File: src/rtl/spi_chan_seq.sv
module spi_chan_seq #(
  parameter int DW = 32,
  parameter logic [22:0] CFG_RST = 23'h060000
) (
  input  logic          clk,
  input  logic          rst_n,
  input  logic          single_mode,
  input  logic          cfg_we,
  input  logic [22:0]   cfg_wdata,
  input  logic          en_we,
  input  logic          en_wdata,
  input  logic          tx_we,
  input  logic [DW-1:0] tx_wdata,
  input  logic          rx_re,
  output logic [22:0]   cfg_q,
  output logic          en_q,
  output logic [2:0]    stat_q,
  output logic [DW-1:0] tx_q,
  output logic [DW-1:0] rx_q,
  output logic          seq_busy,
  output logic          txe_flag,
  output logic          rxf_flag,
  output logic          dma_tx_req,
  output logic          dma_rx_req,
  output logic          sclk,
  output logic          mosi,
  input  logic          miso
);
  localparam int LW = $clog2(DW) + 1;

  logic [22:0]   cfg;
  logic          en, txs, rxs, eot, pend, shifting, ph;
  logic [DW-1:0] txr, rxr, sh_tx, sh_rx;
  logic [LW-1:0] bitcnt;

  wire [1:0]    mode  = cfg[13:12];
  wire          turbo = cfg[19];
  wire          force_line = cfg[20];
  wire [LW-1:0] wl    = LW'(cfg[11:7]) + LW'(1);
  wire          not_rxo = (mode != 2'd1);
  wire          not_txo = (mode != 2'd2);
  wire          hold  = (rxs && not_txo && !turbo) || (txs && not_rxo);
  wire          line_ok = !single_mode || force_line;
  wire          last_bit = shifting && ph && (bitcnt == wl - LW'(1));

  always_ff @(posedge clk or negedge rst_n) begin
    if (!rst_n) begin
      cfg <= CFG_RST; en <= 1'b0; txs <= 1'b1; rxs <= 1'b0; eot <= 1'b0;
      txr <= '0; rxr <= '0; pend <= 1'b0; shifting <= 1'b0; ph <= 1'b0;
      sh_tx <= '0; sh_rx <= '0; bitcnt <= '0;
    end else if (shifting) begin
      ph <= ~ph;
      if (ph) begin
        sh_tx  <= sh_tx << 1;
        sh_rx  <= {sh_rx[DW-2:0], miso};
        bitcnt <= bitcnt + LW'(1);
        if (last_bit) begin
          shifting <= 1'b0;
          rxr <= {sh_rx[DW-2:0], miso};
          txr <= '0; eot <= 1'b1; txs <= 1'b1;
          if (not_txo) rxs <= 1'b1;
        end
      end
    end else if (pend) begin
      pend <= 1'b0;
      if (en && !hold) begin
        if (line_ok) begin
          shifting <= 1'b1; ph <= 1'b0; bitcnt <= '0;
          sh_tx <= txr << (DW - int'(wl));
          sh_rx <= '0;
        end else begin
          txr <= '0; eot <= 1'b1; txs <= 1'b1;
          if (not_txo) rxs <= 1'b1;
        end
      end
    end else begin
      if (cfg_we) cfg <= cfg_wdata;
      if (en_we) begin
        if (en_wdata && !en) begin
          en <= 1'b1; pend <= 1'b1;
        end else begin
          en <= en_wdata;
        end
      end
      if (tx_we) begin
        txr <= tx_wdata; txs <= 1'b0; pend <= 1'b1;
      end
      if (rx_re) begin
        rxs <= 1'b0; pend <= 1'b1;
      end
    end
  end

  assign cfg_q      = cfg;
  assign en_q       = en;
  assign stat_q     = {eot, txs, rxs};
  assign tx_q       = txr;
  assign rx_q       = rxr;
  assign seq_busy   = pend | shifting;
  assign txe_flag   = txs && not_rxo;
  assign rxf_flag   = rxs && not_txo && !turbo;
  assign dma_tx_req = en && cfg[14] && txs && not_rxo;
  assign dma_rx_req = en && cfg[15] && rxs && not_txo;
  assign sclk       = shifting && ph;
  assign mosi       = shifting && sh_tx[DW-1];


  disabled_no_shift_chk: assert property (@(posedge clk) disable iff (!rst_n)
    (pend && !shifting && !en) |=> (!shifting && $stable(stat_q)));


  held_attempt_chk: assert property (@(posedge clk) disable iff (!rst_n)
    (pend && !shifting && hold) |=> (!shifting && !pend));


  done_flags_chk: assert property (@(posedge clk) disable iff (!rst_n)
    $fell(shifting) |-> (txs && eot && txr == '0));


  busy_cfg_stable_chk: assert property (@(posedge clk) disable iff (!rst_n)
    seq_busy |=> $stable(cfg_q));


  shift_start_low_chk: assert property (@(posedge clk) disable iff (!rst_n)
    $rose(shifting) |-> !sclk);
endmodule

File: config.mk
export PLATFORM = sky130hd
export DESIGN_NAME = spi_chan_seq
export DESIGN_NICKNAME = d
export VERILOG_FILES = /design/src/rtl/spi_chan_seq.sv
export SDC_FILE = /design/constraint.sdc
export NUM_CORES = 1
export LEC_CHECK = 0
export BUFFER_PORTS_ARGS = -buffer_cell sky130_fd_sc_hd__buf_2
export CAP_MARGIN = 20
export CELL_PAD_IN_SITES_DETAIL_PLACEMENT = 0
export CELL_PAD_IN_SITES_GLOBAL_PLACEMENT = 2
export CORE_UTILIZATION = 37
export CTS_CLUSTER_SIZE = 24
export DETAILED_ROUTE_END_ITERATION = 16
export PLACE_DENSITY = 0.85
export SYNTH_ARGS = -nofsm -noshare
export SYNTH_HDL_FRONTEND = slang
export SYNTH_SLANG_ARGS = --single-unit
File: constraint.sdc
create_clock -name clk -period 3.9 [get_ports clk]
set_input_delay 0 -clock clk [delete_from_list [all_inputs] [get_ports clk]]
set_output_delay 0 -clock clk [all_outputs]
set_load 0.005 [all_outputs]
=== After elaboration in Yosys (flattened, before gate mapping) ===
Index checks and enable logic that the tools add are counted.

* Add/subtract/negate cells: 4
* Equality and inequality tests: 8
* Shifts and indexed selects: 1
* Multiplexer cells: 55
* Bitwise gates (word level): 4
* Reduce and logical (&&, ||, !) cells: 33

{| class="wikitable"
|+ Operators with widths
! kind !! count
|-
| 32-bit two-way mux || 12
|-
| 31-bit two-way mux || 5
|-
| 1-bit two-way mux || 33
|-
| 32-bit by 32-bit << shifter with 32-bit output || 1
|-
| 6-bit two-way mux || 5
|-
| 5-bit AND reduction || 3
|-
| 1-bit logical AND || 14
|-
| 3-bit AND reduction || 4
|-
| 6-bit by 6-bit subtractor with 7-bit output, first input constant || 1
|-
| 5-bit by 1-bit adder with 6-bit output, second input constant || 1
|-
| 6-bit by 1-bit adder with 6-bit output, second input constant || 1
|-
| 6-bit equality test || 1
|-
| 2-bit by 1-bit inequality test with 1-bit output, second input constant || 3
|-
| 2-bit nonzero test || 3
|-
| 3-bit nonzero test || 2
|-
| 6-bit by 1-bit subtractor with 6-bit output, second input constant || 1
|-
| 1-bit logical NOT || 4
|-
| 2-bit inequality test, second input constant || 2
|-
| 4-bit AND reduction || 1
|-
| 3-bit by 1-bit inequality test with 1-bit output, second input constant || 1
|-
| 3-bit inequality test, second input constant || 1
|-
| 1-bit NOT || 3
|-
| 1-bit logical OR || 2
|-
| 1-bit bitwise OR || 1
|}

* Bits in registers: 163
* Input port bits: 64
* Output and inout port bits: 98
* Word-level logic and storage cells: 118

=== Depth between registers and ports, before layout ===
* Depth in word-level cells: 9
* Depth in mapped cells: 10
* Depth with buffers taken out: 7

=== Worst setup path before layout ===
Ideal clock, no wire load.

* Path type: reg-to-reg
* From: register cfg[8] (netlist: cfg_q[8])
* To: register sh_tx[29]
* Library setup time: 126 ps
* Arrival: 2677 ps
* Required time: 3774 ps
* Setup slack: 1097 ps
* Cell stages (with the launch flop): 9
* Path buffers: 2
* Clock period less this slack: 2803 ps
* Cell sequence: dfrtp_1 > ha_1 > buf_4 > buf_2 > mux4_2 > nor2_1 > nor3_1 > mux4_2 > a221o_1

* Longest elaborated chain between the ends: 7

{| class="wikitable"
|+ RTL lines
! element !! RTL line !! text
|-
| start: declaration || 31 || <nowiki>logic [22:0] cfg;</nowiki>
|-
| start signal: assignment || 77 || <nowiki>if (cfg_we) cfg <= cfg_wdata;</nowiki>
|-
| 5-bit by 1-bit adder with 6-bit output || 39 || <nowiki>wire [LW-1:0] wl = LW'(cfg[11:7]) + LW'(1);</nowiki>
|-
| 6-bit by 6-bit subtractor with 7-bit output || 69 || <nowiki>sh_tx <= txr << (DW - int'(wl));</nowiki>
|-
| 32-bit by 32-bit << shifter with 32-bit output || 69 ||
|-
| 32-bit two-way mux || 67 || <nowiki>if (line_ok) begin</nowiki>
|-
| 32-bit two-way mux || 66 || <nowiki>if (en && !hold) begin</nowiki>
|-
| 32-bit two-way mux || 64 || <nowiki>end else if (pend) begin</nowiki>
|-
| 32-bit two-way mux || 51 || <nowiki>end else if (shifting) begin</nowiki>
|-
| end signal: assignment || 54 || <nowiki>sh_tx <= sh_tx << 1;</nowiki>
|-
| end signal: assignment || 69 ||
|-
| end: declaration || 33 || <nowiki>logic [DW-1:0] txr, rxr, sh_tx, sh_rx;</nowiki>
|}

No other way between the ends. The select of a mux whose other input is x is not followed.
A chain may end at the register's enable or synchronous reset.

=== Worst setup path after layout ===
* From: register cfg[8] (netlist: cfg_q[8])
* To: register rxr[2] (netlist: rx_q[2])

* Longest elaborated chain between the ends: 5

{| class="wikitable"
|+ RTL lines
! element !! RTL line !! text
|-
| 5-bit by 1-bit adder with 6-bit output || 39 ||
|-
| 6-bit by 1-bit subtractor with 6-bit output || 44 || <nowiki>wire last_bit = shifting && ph && (bitcnt == wl - LW'(1));</nowiki>
|-
| 6-bit equality test || 44 ||
|-
| 1-bit logical AND || 44 ||
|-
| 3-bit AND reduction (no source line) || - ||
|-
| end signal: assignment || 59 || <nowiki>rxr <= {sh_rx[DW-2:0], miso};</nowiki>
|-
| end: declaration || 33 ||
|}

No other way between the ends.

==> results_dict.tcl <==
set metrics [dict create \
    period_share_pct 86.24 \
    p_clk_share_pct 17.3 \
    h-tree-depth 4 \
    cts_setup_buffers 0 \
    cp_top_family "simple AND/OR/NAND/NOR gates" \
    start_util_pct 37.93 \
    num_vias 6997 \
    crit_slowest_cell "or2_4" \
    yosysSeqAreaShare_pct 47.26 \
    path_cells "ha_1 > and2b_1 > o21ai_0 > a2111oi_0 > or4b_4 > or2_4 > mux2_2" \
    final_common_cell "buf_2" \
    syn_nets 801 \
    drt_iter0_markers 419 \
    vdd_drop_max_uv 483.0 \
    slew_viol_final 0 \
    area_growth_pct 26.73 \
    wl_um 23560 \
    worstPathMaxFanout 64 \
    root_buffer "clkbuf_16" \
    gp_congestion 0.8303 \
    fmax_mhz 297.3 \
    worst_slack_ns 0.5365 \
    numCtsBuffers 17 \
    n_antenna_cell 0 \
    insertion_delay_ns 0.43 \
    path_buf_inv 0 \
    hold_class "in2reg" \
    die_area_mm2 0.02396 \
    pwr-share-seq_pct 28.7 \
    synth_edf_count 0 \
    post_drt_wl_per_cell_um 18.70 \
    p_comb_share_pct 54.0 \
    max-cap-violations 0 \
    holdBufCountCts 62 \
    final-hold-violation-count 0 \
    slowest_delay_ns 0.79 \
    endpoint_kind "flip-flop" \
    remaining_drc_errors 0 \
    critPathRequiredTime_ns 4.22 \
    core_mm2 0.02278 \
    grt_pass1_wl_um 38710 \
    fp.dieW_um 154.8 \
    setup_tns_ns 0 \
    pre_cts_ws_ns 0.5868 \
    grt_max_degree 98 \
    track_usage_pct 20.52 \
    rows 55 \
    synthCells 735 \
    synthArstFlopShare_pct 100.0 \
    run_status "complete, no violations" \
    via_per_inst 5.553 \
    die_h_um 154.8 \
    first_pass_iters 5 \
    clock_path_buffers 2 \
    netlist_area_mm2 0.008640 \
    hpwl_um 15680 \
    gr-total-overflow 0 \
    p_leak_uw 0.005036 \
    boundaryPins 162 \
    min_period_ns 3.363 \
    ys_types 72 \
    synth_top_flop_cell "dfrtp_1" \
    cts_num_sinks 163 \
    fin_cells 1260 \
    cts_tree "yes" \
    synth-seq-cells 163 \
    grt_antenna_before_repair 0 \
    ant_nets 0 \
    post_cts_resized 0 \
    cp-start-kind "flip-flop" \
    p_sw_uw 4422 \
    internal-power_uw 5784 \
    drive_above_1_share_pct 33.79 \
    nets 1000 \
    max_slew_margin_pct 31.49 \
    powerDensity_mw_per_mm2 932.2 \
    swShare_pct 43.33 \
    cp.arrival_ns 3.68 \
    numPortBuffers 161 \
    syn_avg_cell_area_um2 11.75 \
    finalSetupViolCount 0 \
    tightest_slew_ns 1.028 \
    final.setup_skew_ns 0.01224 \
    ys_warn_count 0 \
    path_class "reg2reg" \
    dp.cells 1165 \
    rsz0062_at_grt "false" \
    final_cell_mix "160 x buf_2, 159 x dfrtp_1, 62 x dlygate4sd3_1, 59 x nor2_1, 50 x nand2_1" \
    clk_pin_slew_ns 0.07 \
    grt_pass1_vias 6896 \
]
worst min-delay path: cells and delay by family:
| kind | cells | cell delay (ns) |
|---|---|---|
| AO/OA/AOI/OAI | 1 | 0.09 |
| buffers and inverters | 1 | 0.08 |
| AND/OR/NAND/NOR | 2 | 0.29 |
worst paths after layout:
path,startpoint,end,slack [ns],depth (start not counted)
max,cfg_q[8],rx_q[2],0.54,7
min,single_mode,shifting,0.07,4
max reg2reg,cfg_q[8],rx_q[2],0.54,7
min reg2reg,sh_tx[0],sh_tx[0],0.47,2
max in group asynchronous,rst_n,cfg_q[7],2.64,3
min in group asynchronous,rst_n,sh_rx[10],0.22,2
Yosys cell counts, types with 4 or more instances:
library cell / count / share of area, %
buf_4: 11 / 0.96
nor2b_1: 6 / 0.43
a21oi_1: 25 / 1.4
dfrtp_1: 160 / 46
nand3_1: 14 / 0.81
nor2_1: 59 / 2.6
o211ai_1: 9 / 0.78
mux2_2: 31 / 4.0
buf_1: 6 / 0.26
and2_1: 8 / 0.58
a32o_1: 32 / 3.7
inv_1: 11 / 0.48
a32oi_1: 4 / 0.41
buf_2: 11 / 0.64
o21a_1: 4 / 0.35
clkbuf_1: 34 / 1.5
o21ai_0: 22 / 1.3
mux2i_1: 11 / 1.3
mux4_2: 30 / 7.8
nor3_1: 10 / 0.58
xor2_1: 5 / 0.51
mux2_4: 27 / 4.7
a22o_1: 40 / 4.1
and3_1: 11 / 0.80
a31oi_1: 4 / 0.29
nand4_1: 8 / 0.58
a22oi_1: 6 / 0.52
o2111a_1: 4 / 0.52
a221oi_1: 10 / 1.0
a311oi_1: 4 / 0.41
nand2_1: 50 / 2.2
per-stage QoR:
stage | power (uW) | cell area (um2) | util [%] | hold slack (ns)
floorplan | 6680 | 8640 | - | -0.2956
global placement | 8327 | 9682 | 42.50 | 0.1699
detailed placement | 8340 | 9682 | 42.50 | 0.1695
CTS | 10200 | 10930 | 48.00 | 0.05169
global route | 10870 | 10950 | 48.07 | 0.08484
finish | 10210 | 10950 | 48.07 | 0.07009
sequential cells by signal, summed over array words and instances, names as in the netlist, 6 cells and up:
register,cells
rx_q,32
sh_tx,32
tx_q,32
sh_rx,31
cfg_q,23
bitcnt,6
logic make-up after synthesis:
logic type | count (synthesis) | synth area share, %
compound gates | 201 | 18.65
xor+xnor | 8 | 0.9703
simple gates | 183 | 10.05
buf+inv | 77 | 4.373
flops | 163 | 47.26
fa+ha+maj | 2 | 0.2896
mux | 101 | 18.41
power groups by stage:
stage	sequential [uW]	clock [uW]	combinational (uW)
after global routing	3020	1880	5970
after CTS	2920	1810	5470
after detailed placement	2950	0	5390
final	2930	1770	5510
after floorplan	2760	0	3920
after global placement	2930	0	5390
cell type report:
class / count / area (um2)
fillers: 2058 / 11830
multi-input cells: 495 / 4188
flip-flops and latches: 163 / 4084
repair buffers: 246 / 1613
clock buffers: 17 / 425.4
well taps: 313 / 391.6
clock inverters: 15 / 206.4
inverters: 11 / 41.29
per-layer routing:
| metal | vias up | track usage (%) | share of wire [%] |
|---|---|---|---|
| met4 | 0 | 6.459 | 1.3 |
| li1 | 3230 | - | - |
| met2 | 244 | 31.20 | 46 |
| met3 | 26 | 3.334 | 4.4 |
| met5 | - | 0 | 0 |
| met1 | 3497 | 29.86 | 49 |
Power figures use the tool's default switching activity.
